[src/rtl/pirq_pkg.sv]
package pirq_pkg;
  localparam int NUM_PINS = 4;
  localparam int NUM_IRQ  = 16;
  localparam int CODE_W   = 4;
  localparam int DATA_W   = 8;
  localparam int ADDR_W   = 8;
  localparam int NUM_REGS = 3;
  localparam logic [ADDR_W-1:0] REG_BASE = 8'h55;

  // Bit position of each pin's code inside the concatenated register image
  // {reg57, reg56, reg55}.
  localparam int CODE_LSB [NUM_PINS] = '{4, 8, 12, 20};

  typedef logic [CODE_W-1:0] route_code_t;

  function automatic logic code_routable(input route_code_t c);
    return (c != 4'd0) && (c != 4'd2) && (c != 4'd15);
  endfunction
endpackage

[src/rtl/pirq_cfg_regs.sv]
module pirq_cfg_regs
  import pirq_pkg::*;
#(
  parameter int NREGS = NUM_REGS,
  parameter logic [ADDR_W-1:0] BASE = REG_BASE
) (
  input  logic                       clk,
  input  logic                       rst_n,
  input  logic [ADDR_W-1:0]          addr,
  input  logic [DATA_W-1:0]          wdata,
  input  logic                       we,
  output logic [DATA_W-1:0]          rdata,
  output route_code_t                codes [NUM_PINS]
);
  localparam int IMG_W = NREGS * DATA_W;

  logic [DATA_W-1:0] regs_q [NREGS];
  logic [IMG_W-1:0]  image;
  logic [NREGS-1:0]  sel;

  for (genvar r = 0; r < NREGS; r++) begin : g_reg
    assign sel[r] = (addr == BASE + ADDR_W'(r));
    assign image[r*DATA_W +: DATA_W] = regs_q[r];

    always_ff @(posedge clk) begin
      if (!rst_n)
        regs_q[r] <= '0;
      else if (we && sel[r])
        regs_q[r] <= wdata;
    end

    a_r2_write_lands: assert property (@(posedge clk) disable iff (!rst_n)
      (we && sel[r]) |=> (regs_q[r] == $past(wdata)));
    a_r3_hold: assert property (@(posedge clk) disable iff (!rst_n)
      !(we && sel[r]) |=> $stable(regs_q[r]));
  end

  always_comb begin
    rdata = '0;
    for (int r = 0; r < NREGS; r++)
      if (sel[r]) rdata = regs_q[r];
  end

  for (genvar p = 0; p < NUM_PINS; p++) begin : g_code
    assign codes[p] = image[CODE_LSB[p] +: CODE_W];
  end

  a_r3_sel_onehot: assert property (@(posedge clk) disable iff (!rst_n)
    $onehot0(sel));
endmodule

[src/rtl/pirq_decode.sv]
module pirq_decode
  import pirq_pkg::*;
#(
  parameter int NIRQ = NUM_IRQ
) (
  input  logic        clk,
  input  logic        rst_n,
  input  route_code_t code,
  input  logic        level,
  output logic [NIRQ-1:0] hit
);
  logic routable;
  assign routable = code_routable(code);

  for (genvar i = 0; i < NIRQ; i++) begin : g_line
    assign hit[i] = level && routable && (code == CODE_W'(i));
  end

  a_r7_single_target: assert property (@(posedge clk) disable iff (!rst_n)
    $onehot0(hit));
  a_r7_disabled_silent: assert property (@(posedge clk) disable iff (!rst_n)
    (code == 4'd0 || code == 4'd2 || code == 4'd15) |-> (hit == '0));
endmodule

[src/rtl/pirq_merge.sv]
module pirq_merge
  import pirq_pkg::*;
#(
  parameter int NP   = NUM_PINS,
  parameter int NIRQ = NUM_IRQ
) (
  input  logic [NIRQ-1:0] hits [NP],
  output logic [NIRQ-1:0] lines
);
  always_comb begin
    lines = '0;
    for (int p = 0; p < NP; p++)
      lines = lines | hits[p];
  end
endmodule

[src/rtl/pci_irq_router.sv]
module pci_irq_router
  import pirq_pkg::*;
(
  input  logic                clk,
  input  logic                rst_n,
  input  logic [ADDR_W-1:0]   cfg_addr,
  input  logic [DATA_W-1:0]   cfg_wdata,
  input  logic                cfg_we,
  output logic [DATA_W-1:0]   cfg_rdata,
  input  logic [NUM_PINS-1:0] pin_lvl,
  output logic [NUM_IRQ-1:0]  irq_out
);
  route_code_t        codes [NUM_PINS];
  logic [NUM_IRQ-1:0] hits  [NUM_PINS];

  pirq_cfg_regs u_regs (
    .clk   (clk),
    .rst_n (rst_n),
    .addr  (cfg_addr),
    .wdata (cfg_wdata),
    .we    (cfg_we),
    .rdata (cfg_rdata),
    .codes (codes)
  );

  for (genvar p = 0; p < NUM_PINS; p++) begin : g_pin
    pirq_decode u_dec (
      .clk   (clk),
      .rst_n (rst_n),
      .code  (codes[p]),
      .level (pin_lvl[p]),
      .hit   (hits[p])
    );
  end

  pirq_merge u_merge (
    .hits  (hits),
    .lines (irq_out)
  );

  a_r7_reserved_low: assert property (@(posedge clk) disable iff (!rst_n)
    !irq_out[0] && !irq_out[2] && !irq_out[15]);
  a_r8_no_extra_lines: assert property (@(posedge clk) disable iff (!rst_n)
    $countones(irq_out) <= $countones(pin_lvl));
  a_r9_idle_pins_quiet: assert property (@(posedge clk) disable iff (!rst_n)
    (pin_lvl == '0) |-> (irq_out == '0));
endmodule

[config.mk]
export PLATFORM = sky130hd
export DESIGN_NAME = pci_irq_router
export DESIGN_NICKNAME = d
export VERILOG_FILES = /design/src/rtl/pirq_pkg.sv /design/src/rtl/pirq_cfg_regs.sv /design/src/rtl/pirq_decode.sv /design/src/rtl/pirq_merge.sv /design/src/rtl/pci_irq_router.sv
export SDC_FILE = /design/constraint.sdc
export NUM_CORES = 1
export LEC_CHECK = 0
export BUFFER_PORTS_ARGS = -buffer_cell sky130_fd_sc_hd__buf_2
export CAP_MARGIN = 20
export CORE_MARGIN = 5
export CORE_UTILIZATION = 48
export DETAILED_ROUTE_END_ITERATION = 12
export PLACE_DENSITY = 0.74
export SYNTH_ARGS = -nofsm -noshare
export SYNTH_HDL_FRONTEND = slang
export SYNTH_HIERARCHICAL = 1
export SYNTH_SLANG_ARGS = --single-unit
[constraint.sdc]
create_clock -name clk -period 1.65 [get_ports clk]
set_clock_uncertainty 0.15 [all_clocks]
set_input_delay 0.165 -clock clk [delete_from_list [all_inputs] [get_ports clk]]
set_output_delay 0.165 -clock clk [all_outputs]
set_load 0.01 [all_outputs]
# Word level (Yosys, flattened, before mapping)
# Memories as Yosys holds them, arrays and structs flattened.
# Index checks and enable logic that the tools add are counted.
# classes
muxes	16
reduce_logical	87
eq_ne	71
bitwise_logic	6
# op_table
op	n
== test 4 bit, second input constant	32
logical AND 1 bit	79
== test 4 x 3 -> 1 bit, second input constant	16
two-way mux 8 bit	6
bitwise OR 16 bit	3
== test 4 x 2 -> 1 bit, second input constant	8
== test 8 x 7 -> 1 bit, second input constant	3
== test 4 x 1 -> 1 bit, second input constant	4
logical NOT 4 bit	4
inequality test 4 x 2 -> 1 bit, second input constant	4
inequality test 4 bit, second input constant	4
nonzero test 4 bit	4
two-way mux 1 bit	10
bitwise OR 1 bit	3
# totals
in_bits	23
out_inout_bits	24
mem_bits_rw	24
memories	1
reg_bits	0
# mem_list
memory	depth	word_bits	rd	rd_clocked_by_memory_dff	wr	line	text
u_regs.regs_q	3	8	3	0	3	pirq_cfg_regs.sv:17	logic [DATA_W-1:0] regs_q [NREGS];

# Logic depth before layout (Yosys ltp)
# Gate-level depths: netlist of the first run.
# depth
depth_word	8
mapped_depth	4
ltp_nobuf	3

# Hierarchy
# The synthesis of the first run kept the hierarchy.
# modules_own_cells
mod	cells_each	n_inst	area_each_um2	seq_area_each_um2
pirq_cfg_regs	112	1	1295.0	720.7
pirq_decode	24	4	123.9	0.0
pirq_merge	16	1	120.1	0.0

# Worst setup path after synthesis of the first run
# No wires, ideal clock.
# synth_path
path_type	in2reg
start	in cfg_addr[3]
end	mem u_regs.regs_q[1][0], enable pin
required_time_ns	1.126
stages	3
path_slack_ns	-0.011
t_arrival_ns	1.137
path_cell_list	and4bb_4 nand3_2 o21ai_1
# synth_rtl
item	line	text
start, declared	pci_irq_router.sv:6	input logic [ADDR_W-1:0] cfg_addr,
end, declared	pirq_cfg_regs.sv:17	

==> results of run 1 <==
==> power by group through the flow <==
stage	sequential (mW)	combinational (mW)	clock, mW
final	0.732	0.308	0.504
after global routing	0.739	0.333	0.535
after CTS	0.732	0.296	0.516
after detailed placement	0.742	0.265	0
after global placement	0.738	0.262	0
after floorplan	0.722	0.211	0
==> through the flow <==
step	cell area [sq um]	hold slack, ns	instances
floorplan	1940	0.255	232
CTS	2340	0.0838	322
finish	2370	0.0926	324
global placement	2150	0.363	311
global route	2370	0.112	324
detailed placement	2150	0.361	311
==> cells in the mapped netlist <==
library cell,count
edfxtp_1,24
a22oi_1,8
and2b_4,1
nand2_1,13
nand3_1,4
nand4_4,1
o21ai_1,1
nand3_2,1
buf_4,28
o21ai_2,2
or4_1,16
nand3b_1,8
mux2_2,7
mux2_4,1
inv_1,1
and2_1,1
nand2b_1,8
buf_2,3
and4bb_4,1
buf_6,1
nor2b_1,1
nor2_1,72
nand4b_4,1
conb_1,4
or3b_1,4
nor3_1,12
==> critical path, cell delays in order, from the launching register on <==
cell	delay (ns)
edfxtp_1	0.46
nand3b_1	0.24
nor3_1	0.08
or4_1	0.49
buf_2	0.16
==> routing by layer <==
layer | up-vias | wire length (um) | GRT usage
li1 | 848 | - | -
met1 | 787 | 2010 | 0.241
met2 | 72 | 2310 | 0.292
met3 | 13 | 316 | 0.0220
met4 | 0 | 102 | 0.0922
met5 | - | 0 | 0
==> how the worst max path moves through the flow <==
stage | to | from | slack [ns] | cells after the start
after CTS | irq_out[4] | u_regs/regs_q[1][2] | -0.34 | 4
after floorplan | irq_out[6] | u_regs/regs_q[1][2] | 0.08 | 4
after global placement | irq_out[4] | u_regs/regs_q[1][2] | -0.04 | 4
final | irq_out[4] | u_regs/regs_q[0][6] | -0.35 | 4
after detailed placement | irq_out[4] | u_regs/regs_q[0][6] | -0.09 | 4
after global routing | irq_out[4] | u_regs/regs_q[0][6] | -0.42 | 4
==> cell families after synthesis <==
| logic type | after synthesis |
|---|---|
| and+or+nand+nor | 144 |
| buffers and inverters | 33 |
| DFF | 24 |
| AOI/OAI and AO/OA | 11 |
| muxes | 8 |
| other | 4 |
==> layout make-up <==
| class | instances | share of cell area |
|---|---|---|
| Multi-Input combinational cell | 175 | 0.444 |
| Tap cell | 50 | 0.0263 |
| Clock inverter | 1 | 0.0126 |
| Inverter | 1 | 0.00158 |
| Sequential cell | 24 | 0.303 |
| Timing Repair Buffer | 70 | 0.194 |
| Clock buffer | 3 | 0.0174 |
==> what timing repair did <==
item,in CTS,in global routing
setup buffers,7,2
pin swaps,22,7
setup endpoints to repair,17,19
resized for setup,15,5
==> cells in the final DEF, fill, tap and decap left out, types with 5 or more instances in the layout <==
cell and count:
nor2_1 72, buf_2 43, edfxtp_1 24, buf_4 20, or4_1 16, nor3_1 12, conb_1 12, nand2_1 10
nand3b_1 8, a22oi_2 6, nand2b_1 5, buf_6 5
==> reports/metrics.yaml, run 1 <==
die:
  fp.dieArea_sq_mm: 0.00534
  rows: 23
  pin_count: 47
  initial_core_util: 0.485
  die_w_um: 73.1
  die_h_um: 73.1
  coreArea_sq_mm: 0.00394
power_and_ir_drop:
  pwr_density_cell_mw_per_mm2: 650
  seq_power_share: 0.474
  p_clk_frac: 0.326
  p_leak_nw: 1.03
  intPower_mw: 1.18
  p_total_mw: 1.54
  comb_power_share: 0.199
  sw_frac_of_total: 0.237
  peakVddDrop_uv: 689
  p_switching_mw: 0.366
yosys:
  syn_area_per_cell_sq_um: 8.53
  yosys-top-cells-area: "edfxtp_1 38%, nor2_1 14%, buf_4 11%"
  synth_top_family_by_area: "simple AND/OR/NAND/NOR gates"
  yosysSeqAreaShare: 0.377
  synth.distinct_cells: 26
  synth_top_area_cell: "edfxtp_1"
  synth_compound_area_frac: 0.0432
  ys_ff_latch: 24
  synth_fa_ha_area_frac: 0
  synthSimpleGateAreaFrac: 0.397
  synthMuxAreaShare: 0.0491
  synthCells: 224
  yosys.area_share.xor_xnor: 0
  yosysTopAreaCellShare: 0.377
  yosys_warnings: 6
  netlist_area_sq_mm: 0.00191
detailed_routing:
  drc: 0
  postRouteAntennaNets: 0
  drtPass1Iterations: 4
  drt_iter0_markers: 185
  wirelength_mm: 4.74
  vias_per_cell: 5.31
  avgRoutedWirePerCell_um: 14.6
  num_vias: 1720
layout:
  antenna_cells: 0
  final_nets: 298
  multiInputGateArea_sq_mm: 0.00105
  ff_latch_area_sq_um: 721
  areaGrowthSynthToFinish_pct: 24.3
  top_register: "u_regs/regs_q"
  final_core_util: 0.602
  drive_above_1_share: 0.372
  reg_top3: "u_regs/regs_q (24)"
  n_fill_cell: 342
  largest_reg_flops: 24
clock_network:
  clockBufferDepth: 2
  htree_levels: 1
  cts_buffers: 3
  clk_root_buffer_cell: "clkbuf_8"
  ctsHoldBuffers: 0
  cts_sinks: 24
  cts.clk_slew.worst_paths_ns: 0.08
  cts_tree: "yes"
worst_hold_path:
  hold_path_end: "u_regs/regs_q[1][1]"
  hold_path.class: "input port to flip-flop"
  hold_path_depth: 3
  hp-start: "cfg_wdata[1]"
critical_path:
  endpoint_kind: "primary output"
  path_max_fanout: 5
  worstPathRequired_ns: 1.33
  critPathKind: "flip-flop to primary output"
  arrival_ns: 1.69
  start_kind: "flip-flop"
run_status:
  violations: "negative setup slack"
  status: "complete, but fails checks"
global_routing:
  grt_pass1_wl_mm: 7.67
  track_usage: 0.182
  grt_max_degree: 15
  grt_pass1_vias: 1651
  grt-ovfl-total: 0
  antenna_found_initial: 0
timing:
  min_period_ns: 2.00
  finalCritPeriodShare: 1.21
  report.final.slew_viol_count: 0
  final-hold-violation-count: 0
  final.setup.tns_ns: -4.53
  finalWorstSetupSlack_ns: -0.352
  rsz0062_at_grt: "yes"
  fmax_mhz: 499
  finalSetupViolations: 16
place:
  gp_congestion: 0.930
  dp_hpwl_mm: 3.63
  dp_slack_ns: -0.0856
  io_buffer_count: 43
run:
  cap_viol_max_count: 0
(Power assumes the default switching activity.)
==> run 2: changes to the inputs <==
--- a/config.mk
+++ b/config.mk
@@ -7,7 +7,8 @@
 export LEC_CHECK = 0
 export BUFFER_PORTS_ARGS = -buffer_cell sky130_fd_sc_hd__buf_2
 export CAP_MARGIN = 20
-export CORE_MARGIN = 5
+export CORE_ASPECT_RATIO = 1.1
+export CORE_MARGIN = 2
 export CORE_UTILIZATION = 48
 export DETAILED_ROUTE_END_ITERATION = 12
 export PLACE_DENSITY = 0.74
==> reports/metrics.yaml, run 2 (synthesis results as in run 1) <==
detailed_routing:
  drt_iter0_markers: 123
  avgRoutedWirePerCell_um: 14.5
  vias_per_cell: 5.15
  num_vias: 1679
  drtPass1Iterations: 4
  drc: 0
  postRouteAntennaNets: 0
  wirelength_mm: 4.73
critical_path:
  path_max_fanout: 5
  start_kind: "flip-flop"
  arrival_ns: 1.69
  worstPathRequired_ns: 1.33
  critPathKind: "flip-flop to primary output"
  endpoint_kind: "primary output"
layout:
  top_register: "u_regs/regs_q"
  layout_common_cells: "70 x nor2_1, 43 x buf_2, 24 x edfxtp_1, 23 x buf_4, 16 x or4_1"
  reg_top3: "u_regs/regs_q (24)"
  drive_above_1_share: 0.380
  final_core_util: 0.605
  final_nets: 298
  areaGrowthSynthToFinish_pct: 23.7
  largest_reg_flops: 24
  antenna_cells: 0
  final_common_cell: "nor2_1"
clock_network:
  cts_sinks: 24
  clockBufferDepth: 2
  cts_tree: "yes"
  cts.clk_slew.worst_paths_ns: 0.09
  cts_buffers: 3
  ctsHoldBuffers: 0
  htree_levels: 1
  clk_root_buffer_cell: "clkbuf_8"
die:
  pin_count: 47
  fp.dieArea_sq_mm: 0.00450
  rows: 24
  die_w_um: 64.2
  initial_core_util: 0.489
  coreArea_sq_mm: 0.00390
  die_h_um: 70.2
timing:
  fmax_mhz: 498
  min_period_ns: 2.01
  report.final.slew_viol_count: 0
  finalCritPeriodShare: 1.22
  finalWorstSetupSlack_ns: -0.358
  final-hold-violation-count: 0
  rsz0062_at_grt: "yes"
  finalSetupViolations: 16
power_and_ir_drop:
  p_leak_nw: 1.01
  peakVddDrop_uv: 474
  p_total_mw: 1.54
  pwr_density_cell_mw_per_mm2: 651
place:
  gp_congestion: 0.906
  dp_hpwl_mm: 3.66
  io_buffer_count: 43
worst_hold_path:
  hold_path_depth: 3
  hp-start: "cfg_wdata[0]"
  hold_path.class: "input port to flip-flop"
  hold_path_end: "u_regs/regs_q[0][0]"
global_routing:
  grt-ovfl-total: 0
  grt_max_degree: 15
  antenna_found_initial: 0
  grt_pass1_wl_mm: 7.49
  track_usage: 0.210
  grt_pass1_vias: 1650
run_status:
  violations: "negative setup slack"
  status: "complete, but fails checks"
run:
  cap_viol_max_count: 0
-- run 2: changes by cell type in the layout (fill, tap and decap cells not counted), moves of 3 or more --
cell and change:
nand2_1 +3, buf_4 +3, buf_6 -3, nand2_2 -3
-- run 2: metrics by stage --
| step | cell area [sq um] | TNS, ns | hold WS [ns] | worst slack, ns | std cells |
|---|---|---|---|---|---|
| 6_report | 2360 | -4.46 | 0.0815 | -0.358 | 326 |
| 5_1_grt | 2360 | -5.66 | 0.0853 | -0.417 | 326 |
| 4_1_cts | 2270 | -4.21 | 0.0811 | -0.323 | 321 |
| 3_5_place_dp | 2140 | -0.180 | 0.362 | -0.0453 | 312 |
| 3_3_place_gp | 2140 | -0.00949 | 0.353 | -0.00949 | 312 |
| 2_1_floorplan | 1940 | 0 | 0.255 | 0.0840 | 232 |
-- run 2: layout make-up --
| class | instances | area, sq um |
|---|---|---|
| tap | 52 | 65.1 |
| sequential | 24 | 721 |
| fill | 361 | 1540 |
| clock inverter | 1 | 30.0 |
| inverter | 1 | 3.75 |
| clock buffer | 3 | 41.3 |
| multi-input combinational | 175 | 1050 |
| timing repair buffer | 70 | 450 |
-- run 2: worst max-delay path, stage by stage, from the launching register on --
cell	delay, ns
edfxtp_1	0.45
nand3b_1	0.17
buf_6	0.13
nor2_2	0.03
or4_1	0.50
buf_2	0.15
-- run 2: worst max path at each step --
stage / endpoint / startpoint / cells after the start
2_1_floorplan: irq_out[6] / u_regs/regs_q[1][2] / 4
3_3_place_gp: irq_out[4] / u_regs/regs_q[1][2] / 4
3_5_place_dp: irq_out[4] / u_regs/regs_q[1][2] / 4
4_1_cts: irq_out[7] / u_regs/regs_q[1][2] / 4
5_1_grt: irq_out[4] / u_regs/regs_q[0][6] / 4
6_report: irq_out[7] / u_regs/regs_q[2][6] / 5
-- run 2: what timing repair did --
action,4_1_cts,5_1_grt
pin swaps,13,8
endpoints found under the setup margin,16,21
resized for setup,4,13
setup buffers,5,5
-- run 2: layer usage --
layer	vias up	global-route usage	wire length (um)
li1	843	-	-
met1	774	0.266	1990
met2	54	0.375	2500
met3	8	0.0177	161
met4	0	0.0686	72
met5	-	0	0
-- run 2: power by group --
group | internal, mW | total [mW] | switching, mW
Sequential | 0.700 | 0.730 | 0.0294
Combinational | 0.146 | 0.300 | 0.153
Clock | 0.324 | 0.508 | 0.184
